`config.mk`:
```
export PLATFORM = sky130hd
export DESIGN_NAME = fm_env_gen
export DESIGN_NICKNAME = d
export VERILOG_FILES = /design/src/rtl/fm_env_gen.sv
export SDC_FILE = /design/constraint.sdc
export NUM_CORES = 1
export LEC_CHECK = 0
export BUFFER_PORTS_ARGS = -buffer_cell sky130_fd_sc_hd__buf_2
export CORE_ASPECT_RATIO = 0.9
export CORE_MARGIN = 2
export CORE_UTILIZATION = 55
export DETAILED_ROUTE_END_ITERATION = 16
export GPL_TIMING_DRIVEN = 0
export PLACE_DENSITY = 0.77
export SYNTH_ARGS = -nofsm -noshare
export SYNTH_HDL_FRONTEND = slang
export SYNTH_SLANG_ARGS = --single-unit
```
`constraint.sdc`:
```
create_clock -name clk -period 9.1 [get_ports clk]
set_clock_uncertainty 0.1 [all_clocks]
set_input_delay 1.82 -clock clk [delete_from_list [all_inputs] [get_ports clk]]
set_output_delay 1.82 -clock clk [all_outputs]
set_load 0.01 [all_outputs]
```
`src/rtl/fm_env_gen.sv`:
```
module fm_env_gen #(
  parameter int TIMER_W = 16,
  parameter int TREM_W  = 5,
  localparam int OUT_W  = ((TREM_W > 10) ? TREM_W : 10) + 2
) (
  input  logic               clk,
  input  logic               rst_n,
  input  logic               key,
  input  logic [3:0]         ar,
  input  logic [3:0]         dr,
  input  logic [3:0]         sl,
  input  logic [3:0]         rr,
  input  logic               hold,
  input  logic               ksr_en,
  input  logic [5:0]         tl,
  input  logic [1:0]         ksl_sel,
  input  logic [3:0]         fnum_top,
  input  logic [2:0]         block,
  input  logic               note_sel,
  input  logic [TREM_W-1:0]  trem,
  input  logic [TIMER_W-1:0] timer,
  output logic [2:0]         env_state,
  output logic [8:0]         env_level,
  output logic [OUT_W-1:0]   atten
);

  localparam logic [8:0] LVL_MAX = 9'h1FF;
  localparam logic [5:0] RATE_CAP = 6'd60;

  typedef enum logic [2:0] {
    EG_OFF = 3'd0, EG_ATK = 3'd1, EG_DEC = 3'd2, EG_SUS = 3'd3, EG_REL = 3'd4
  } eg_state_t;

  eg_state_t  state_q, state_d;
  logic [8:0] lvl_q, lvl_d;
  logic       key_q;

  function automatic logic [5:0] eff_rate(input logic [3:0] r, input logic [3:0] ks,
                                          input logic full);
    logic [6:0] sum;
    if (r == 4'd0) return 6'd0;
    sum = {1'b0, r, 2'b00} + (full ? {3'b000, ks} : {5'b00000, ks[3:2]});
    return (sum > 7'(RATE_CAP)) ? RATE_CAP : sum[5:0];
  endfunction

  function automatic logic [1:0] pat(input logic [1:0] grp, input logic [1:0] row,
                                     input logic [2:0] i);
    logic [1:0] v;
    v = 2'd0;
    if (grp == 2'd1) begin
      case (row)
        2'd0: v = {1'b0, i[0]};
        2'd1: v = {1'b0, i[0] | (i == 3'd4)};
        2'd2: v = {1'b0, i[1:0] != 2'd0};
        default: v = {1'b0, i != 3'd0};
      endcase
    end else if (grp == 2'd2) begin
      case (row)
        2'd0: v = 2'd1;
        2'd1: v = (i < 3'd2) ? 2'd2 : 2'd1;
        2'd2: v = (i[1] == 1'b0) ? 2'd2 : 2'd1;
        default: v = (i < 3'd6) ? 2'd2 : 2'd1;
      endcase
    end
    return v;
  endfunction

  function automatic logic [6:0] ksl_base(input logic [3:0] idx);
    case (idx)
      4'd0:  return 7'd0;   4'd1:  return 7'd32;  4'd2:  return 7'd40;  4'd3:  return 7'd45;
      4'd4:  return 7'd48;  4'd5:  return 7'd51;  4'd6:  return 7'd53;  4'd7:  return 7'd55;
      4'd8:  return 7'd56;  4'd9:  return 7'd58;  4'd10: return 7'd59;  4'd11: return 7'd60;
      4'd12: return 7'd61;  4'd13: return 7'd62;  4'd14: return 7'd63;  default: return 7'd64;
    endcase
  endfunction

  logic [3:0] ksr_val;
  logic [5:0] atk_rate, cur_rate;
  logic [3:0] hi, sh, inc;
  logic [1:0] lo, grp;
  logic [2:0] tidx;
  logic       gate;
  logic [9:0] sum_add;
  logic [8:0] lvl_add, lvl_atk, sl_lim;
  logic [7:0] ksl_c, ksl_part;
  logic       key_rise, key_fall;

  assign ksr_val  = {block, note_sel ? fnum_top[2] : fnum_top[3]};
  assign atk_rate = eff_rate(ar, ksr_val, ksr_en);
  assign key_rise = key & ~key_q;
  assign key_fall = ~key & key_q;

  always_comb begin
    case (state_q)
      EG_ATK:         cur_rate = atk_rate;
      EG_DEC:         cur_rate = eff_rate(dr, ksr_val, ksr_en);
      EG_SUS, EG_REL: cur_rate = eff_rate(rr, ksr_val, ksr_en);
      default:        cur_rate = 6'd0;
    endcase
  end

  assign hi = cur_rate[5:2];
  assign lo = cur_rate[1:0];

  always_comb begin
    sh   = 4'd12 - hi;
    grp  = (hi == 4'd0) ? 2'd0 : ((hi >= 4'd13) ? 2'd2 : 2'd1);
    gate = 1'b1;
    tidx = timer[2:0];
    if (hi != 4'd0 && hi <= 4'd11) begin
      gate = ((timer & ((TIMER_W'(1) << sh) - TIMER_W'(1))) == '0);
      tidx = 3'(timer >> sh);
    end
    inc = gate ? {2'b00, pat(grp, lo, tidx)} : 4'd0;
    if (hi == 4'd14)      inc = inc << 1;
    else if (hi == 4'd15) inc = inc << 2;
  end

  always_comb begin : atk_step
    int nxt;
    nxt     = int'(lvl_q) + ((-(int'(lvl_q) + 1) * int'(inc)) >>> 3);
    lvl_atk = (nxt < 0) ? 9'd0 : 9'(nxt);
  end

  assign sum_add = {1'b0, lvl_q} + {6'd0, inc};
  assign lvl_add = (sum_add > {1'b0, LVL_MAX}) ? LVL_MAX : sum_add[8:0];
  assign sl_lim  = {((sl == 4'hF) ? 5'd31 : {1'b0, sl}), 4'b0000};

  always_comb begin
    state_d = state_q;
    lvl_d   = lvl_q;
    if (key_rise) begin
      state_d = EG_ATK;
      if (atk_rate[5:2] == 4'hF) begin
        state_d = EG_DEC;
        lvl_d   = 9'd0;
      end
      if (ar == 4'd0) begin
        state_d = EG_DEC;
        lvl_d   = (lvl_q == LVL_MAX) ? LVL_MAX : lvl_q + 9'd1;
      end
    end else if (key_fall) begin
      state_d = EG_REL;
    end else begin
      case (state_q)
        EG_OFF: lvl_d = LVL_MAX;
        EG_ATK: if (lvl_q != 9'd0) lvl_d = lvl_atk; else state_d = EG_DEC;
        EG_DEC: if (lvl_q < sl_lim) lvl_d = lvl_add; else state_d = EG_SUS;
        EG_SUS, EG_REL: begin
          if (!(state_q == EG_SUS && hold)) begin
            if (lvl_q < LVL_MAX) lvl_d = lvl_add;
            else begin
              state_d = EG_OFF;
              lvl_d   = LVL_MAX;
            end
          end
        end
        default: begin
          state_d = EG_OFF;
          lvl_d   = LVL_MAX;
        end
      endcase
    end
  end

  always_ff @(posedge clk or negedge rst_n) begin
    if (!rst_n) begin
      state_q <= EG_OFF;
      lvl_q   <= LVL_MAX;
      key_q   <= 1'b0;
    end else begin
      state_q <= state_d;
      lvl_q   <= lvl_d;
      key_q   <= key;
    end
  end

  always_comb begin : ksl_calc
    int k;
    k     = int'(ksl_base(fnum_top)) * 4 - (8 - int'(block)) * 32;
    ksl_c = (k < 0) ? 8'd0 : ((k > 255) ? 8'd255 : 8'(k));
    case (ksl_sel)
      2'd0:    ksl_part = 8'd0;
      2'd1:    ksl_part = ksl_c >> 1;
      2'd2:    ksl_part = ksl_c >> 2;
      default: ksl_part = ksl_c;
    endcase
  end

  assign atten = OUT_W'(lvl_q) + OUT_W'({tl, 2'b00}) + OUT_W'(ksl_part) + OUT_W'(trem);
  assign env_state = state_q;
  assign env_level = lvl_q;

  AST_IDLE_SILENT: assert property (@(posedge clk) disable iff (!rst_n)
    (state_q == EG_OFF) |-> (lvl_q == LVL_MAX));

  AST_RISE_NEVER_QUIETER: assert property (@(posedge clk) disable iff (!rst_n)
    (state_q == EG_ATK && key == key_q) |=> (lvl_q <= $past(lvl_q)));

  AST_SUSTAIN_FROZEN: assert property (@(posedge clk) disable iff (!rst_n)
    (state_q == EG_SUS && hold && key == key_q) |=> $stable(lvl_q));

  AST_KEY_OFF_FADES: assert property (@(posedge clk) disable iff (!rst_n)
    (!key && key_q) |=> (state_q == EG_REL));

  AST_TOP_RATE_SKIP: assert property (@(posedge clk) disable iff (!rst_n)
    (key && !key_q && atk_rate[5:2] == 4'hF) |=> (state_q == EG_DEC && lvl_q == 9'd0));

endmodule

```
Word level (Yosys, flattened, before mapping)
Memory sizes are Yosys's and may differ from the RTL's.
Index checks and enable logic that the tools add are counted.
{ "word_totals": {"inputBits": 58, "wordCells": 140, "out_inout_bits": 24, "n_memories": 1, "regBits": 13, "rom_bits": 112} }
{ "mem_list": {"columns": ["memory", "words", "word_bits", "rd", "rd_ports_with_merged_regs", "write_ports", "line_no", "text"], "rows": [
  ["(no name shown)", 16, 7, 1, 0, 0, "69", "case (idx)"]
]} }
{ "classes": {"shift": 2, "n_reduce_logical": 17, "eq_ne": 26, "n_mux": 56, "magnitude_cmp": 13, "add_sub_neg": 15, "bitwise": 6, "n_mul": 1} }
{ "ops": {"columns": ["operator", "n"], "rows": [
  ["$mux W9", 11],
  ["$mux W6", 9],
  ["$mul A32 B5 Y32", 1],
  ["$neg A10 Y32", 1],
  ["$add A10 B29 Y30", 1],
  ["$lt A30 B1 Y1 const B", 1],
  ["$pmux W9 S3", 1],
  ["$mux W3", 8],
  ["$pmux W8 S3", 1],
  ["$gt A7 B6 Y1 const B", 3],
  ["$mux W2", 9],
  ["$pmux W6 S3", 1],
  ["$and A16 B16 Y16", 1],
  ["$eq A4 B4 Y1 const B", 4],
  ["$logic_not A16 Y1", 1],
  ["$logic_not A4 Y1", 4],
  ["$mux W8", 2],
  ["$ne A4 B4 Y1 const B", 4],
  ["$shl A1 B4 Y16 const A", 1],
  ["$shr A16 B4 Y3", 1],
  ["$sub A16 B1 Y16 const B", 1],
  ["$add A6 B7 Y7", 2],
  ["$add A11 B5 Y12", 1],
  ["$mux W4", 3],
  ["other kinds (44)", 64]
]} }

Longest topological paths before layout
{ "depth": {"depth_word": 26, "mapped_depth": 44, "depth_no_buf": 40} }

Worst setup path before layout
Ideal clock, no wire load.
{ "synth_timing": {"kind": "input port to flip-flop", "start": "input port ksr_en", "end": "register lvl_q[8], in the netlist env_level[8]", "arrival_time_ns": 11.233, "n_path_buf": 3, "path_stages": 39, "slack_ns": -2.344, "path_cell_list": "clkbuf_1 buf_2 and2_1 ha_1 ha_1 a31o_2 a31o_2 a222oi_1 ha_1 clkbuf_1 mux4_2 mux2_2 o2bb2ai_1 o21ai_0 o21a_1 o211ai_2 nand2_1 ha_1 [3 not listed] inv_1 fa_1 ha_1 a21o_1 nand2_1 nand2_1 a21o_1 a211oi_1 o31ai_1 a211o_1 o211ai_1 nand2b_1 a21o_1 fa_1 nor3b_1 o2111a_1 a31oi_1 o311ai_0"} }
{ "synth_via": {"elab_chain_len": 25} }
{ "synth_rtl": {"columns": ["element", "line_no", "text"], "rows": [
  ["start, declared", "14", "input logic ksr_en,"],
  ["$mux W4 (*)", "42", "sum = {1'b0, r, 2'b00} + (full ? {3'b000, ks} : {5'b00000, ks[3:2]});"],
  ["$add A6 B7 Y7 / $add A6 B4 Y7 (equally long branches)", "42", null],
  ["$gt A7 B6 Y1", "43", "return (sum > 7'(RATE_CAP)) ? RATE_CAP : sum[5:0];"],
  ["$mux W6", "43", null],
  ["$mux W6", "42", null],
  ["$pmux W6 S3", "94", "case (state_q)"],
  ["$sub A4 B4 Y4 (tied with other cells)", "106", "sh = 4'd12 - hi;"],
  ["$shr A16 B4 Y3 / $logic_and A1 B1 Y1 (equally long branches)", "112, 110", null],
  ["[9 not listed]", null, null],
  ["$mul A32 B5 Y32 / $add A9 B4 Y10 (equally long branches)", "121, 125", null],
  ["$add A10 B29 Y30 / $gt A10 B9 Y1 (equally long branches)", "121, 126", null],
  ["$lt A30 B1 Y1 / $mux W9 (equally long branches)", "122, 126", null],
  ["$mux W9, on equally long branches", "122, 151", null],
  ["$mux W9, on equally long branches", "147, 150", null],
  ["$pmux W9 S3", "145", "case (state_q)"],
  ["$mux W9", "142", "end else if (key_fall) begin"],
  ["$mux W9", "132", "if (key_rise) begin"],
  ["end signal, assigned", "173", "lvl_q <= lvl_d;"],
  ["end, declared", "35", "logic [8:0] lvl_q, lvl_d;"]
]} }
Every way passes the cells marked *; elsewhere a longest branch is shown, timed or not. The select of a mux whose other input is x is not followed.
A chain may end at the register's enable or synchronous reset.

Final worst setup path
{ "layout_timing": {"start": "input port ksr_en", "end": "register lvl_q[3], in the netlist env_level[3]"} }
Same word-level chain as after synthesis.

==> impl_metrics.ini <==
[outcome]
status = complete, but fails checks
violations = setup timing

[synth]
ys_ff_latch = 13
synth_nets = 1027
yosysWarnings = 0
synthMuxAreaShare_pct = 7.26
synth_top_family_by_area = adder cells
synth-simple-area-share_pct = 19.2
ys.flop_type = dfstp_2
syn_avg_cell_area_um2 = 7.61
synth.distinct_cells = 86
yosysSeqAreaShare_pct = 5.25
synth_cells = 842
synthArstFlopShare_pct = 100
synth-edff-count = 0
yosys.area_share.adder_pct = 29.2
synth-xor-area-share_pct = 4.90
synth_area_um2 = 6410
synth-compound-area-share_pct = 25.1

[floorplanning]
dieArea_um2 = 12500
initial_core_util_pct = 56.3
std_cell_rows = 37
pin_count = 82
die_height_um = 106
die_x_um = 118
core_area_um2 = 11400

[sta]
post-route-min-period_ns = 10.09
finalMaxSlewViolations = 0
setup-tns-final_ns = -8.49
worst_hold_slack_ns = 0.683
hold_viol_final = 0
period_share_pct = 111
slew_headroom_pct = 44.3
fin_ws_ns = -0.986
final-setup-viol-count = 9
clock.fmax_mhz = 99.1
worstMarginPinSlew_ns = 0.835
grt_setup_unrepaired = yes

[worst_setup_path]
cp-end-kind = flop
worstPathMaxFanout = 6
start_kind = input pin
crit_required_ns = 9.16
arrival_ns = 10.15
max_stage_delay_ns = 0.54
cp_slowest_cell = fa_1
cp_common_cell = buf_4
path_class = in2reg

[cells_and_area]
diodes = 0
area_growth_pct = 24.1
nets = 1153
layoutNonFillerInstCount = 1123
drive_above_1_share_pct = 25.2

[place]
gp_congestion = 0.939
place_hpwl_um = 14000
pre_cts_ws_ns = -2.71
dp_cells = 1073
port_buffers = 75

[drt]
ant_nets = 0
via_per_inst = 6.04
via_count = 6779
routed_wl_um = 18600
wl_per_cell_um = 16.6
route.detailed.drc = 0
drt-pass1-iter-count = 6
drtIter0Drc = 482

[clock_network]
cts_buffer_depth = 2
cts_buffers = 3
cts.clk_slew.worst_paths_ns = 0.04
ctsRootBufferMaster = clkbuf_16
clk-insertion-delay-late_ns = 0.24
htreeDepth = 1
clock-sinks = 13
cts_tree = done

[global_routing]
grt_max_degree = 14
track_usage_pct = 28.7
grt_pass1_wl_um = 30100
antenna_found_initial = 0
gr-total-overflow = 0
grt_pass1_vias = 6219

[power]
p_total_mw = 3.24
ir_worst_vdd_v = 0.000300
p_leak_nw = 3.77
powerDensity_nw_per_um2 = 408

[job]
cap_viol_max_count = 0

[hold_path]
hold_path_class = reg2reg
worst max-delay path: cells and delay by family:
kind / cells / cell delay (ns)
adder cells (fa/ha/maj): 6 / 1.99
multiplexers: 2 / 0.47
AO/OA/AOI/OAI: 14 / 2.87
AND/OR/NAND/NOR: 5 / 0.61
buffers and inverters: 19 / 2.36
Yosys cell counts (5+ instances only):
cell | n | share of area (%)
and3_1 | 7 | 0.68
a31o_2 | 5 | 0.68
o31ai_1 | 10 | 1.2
nor3b_1 | 5 | 0.59
a31oi_1 | 14 | 1.4
xnor2_1 | 21 | 2.9
o211ai_1 | 6 | 0.70
ha_1 | 89 | 17
inv_1 | 109 | 6.4
buf_2 | 7 | 0.55
a21o_1 | 11 | 1.3
o22ai_1 | 9 | 0.88
nand3b_1 | 8 | 0.94
clkbuf_1 | 30 | 1.8
mux2_2 | 9 | 1.6
o21bai_1 | 9 | 1.1
mux4_2 | 9 | 3.2
nand2_1 | 70 | 4.1
and2_1 | 7 | 0.68
fa_1 | 38 | 12
mux2i_1 | 15 | 2.3
nor4_1 | 5 | 0.49
nand2b_1 | 12 | 1.2
nand4_1 | 7 | 0.68
o32ai_1 | 6 | 0.82
or3b_1 | 7 | 0.96
nor2b_1 | 12 | 1.2
xor2_1 | 13 | 1.8
o21ai_0 | 52 | 4.1
nor3_1 | 15 | 1.2
a21oi_1 | 54 | 4.2
dfstp_2 | 9 | 3.7
nand3_1 | 19 | 1.5
a21boi_0 | 6 | 0.70
nor2_1 | 51 | 3.0
area by class of cell:
cell class	count	area, um2
fillers	945	3430
inverters	111	422
repair buffers	127	790
well taps	156	195
flip-flops and latches	13	337
plain buffers	32	180
multi-input cells	680	5960
clock buffers	4	78.8
power breakdown:
| part | internal, mW | total (mW) | switching, mW | leakage, nW |
|---|---|---|---|---|
| combinational | 1.28 | 2.99 | 1.71 | 3.59 |
| clock | 0.0589 | 0.0813 | 0.0224 | 0.0382 |
| sequential | 0.102 | 0.172 | 0.0701 | 0.143 |
| total | 1.44 | 3.24 | 1.80 | 3.77 |
metrics by stage:
| stage | util [%] | area (um2) |
|---|---|---|
| after floorplan | - | 6640 |
| after global placement | 63.3 | 7210 |
| after detailed placement | 63.3 | 7210 |
| after CTS | 67.9 | 7730 |
| after global routing | 69.9 | 7960 |
| final | 69.9 | 7960 |
kinds of logic (layout without fill, tap and decap cells):
| group | Yosys count | in the layout |
|---|---|---|
| buffers and inverters | 150 | 274 |
| DFF | 13 | 13 |
| adders and majority gates | 127 | 127 |
| other | 2 | 2 |
| AOI/OAI and AO/OA | 240 | 240 |
| and+or+nand+nor | 241 | 242 |
| xor gates and xnor gates | 35 | 35 |
| muxes | 34 | 34 |
repair_timing:
action | 4_1_cts | 5_1_grt
setup buffers | 37 | 15
setup endpoints to repair | 11 | 13
hold buffers | 0 | 0
resized for setup | 48 | 25
cloned | 0 | 1
pin swaps | 38 | 32
path summary, 6_finish.rpt:
kind | startpoint | endpoint | slack, ns | cells past startpoint
worst min register to register | key_q$_DFF_PN0_ | env_state[2]$_DFFE_PN0P_ | 0.68 | 2
max in group asynchronous | rst_n | env_level[2]$_DFFE_PN1P_ | 7.26 | 1
worst max register to register | env_state[0]$_DFFE_PN0P_ | env_level[3]$_DFFE_PN1P_ | 0.27 | 42
worst max-delay path | ksr_en | env_level[3]$_DFFE_PN1P_ | -0.99 | 46
min in group asynchronous | rst_n | key_q$_DFF_PN0_ | 1.36 | 1
worst min-delay path | key_q$_DFF_PN0_ | env_state[2]$_DFFE_PN0P_ | 0.68 | 2
per-layer routing:
metal  up-vias  global-route usage (%)  part of all wire [%]
li1       3282                       -                     -
met1      3168                    40.3                    44
met2       288                    48.6                    47
met3        41                    1.66                   6.7
met4         0                    6.63                   1.7
met5         -                       0                     0
placed cells by master (no fill, tap or decap), drive strengths merged, types with 7 or more instances in the layout:
cell,synthesis,layout
a21o,11,11
a21oi,54,54
a31oi,14,14
and2,7,7
and3,7,7
buf,9,136
clkbuf,30,27
dfstp,9,9
fa,38,38
ha,89,89
inv,110,110
mux2,10,10
mux2i,15,15
mux4,9,9
nand2,70,70
nand2b,12,12
nand3,19,20
nand3b,8,8
nand4,7,7
nor2,51,51
nor2b,12,12
nor3,16,16
o211ai,7,7
o21ai,55,55
o21bai,9,9
o22ai,9,9
o31ai,10,10
or3b,8,8
xnor2,22,22
xor2,13,13
registers in the layout (all words and copies together), names as in the netlist:
name and flops:
env_level 9, env_state 3, key_q 1
Note: power is estimated with default switching activity, not from simulation.
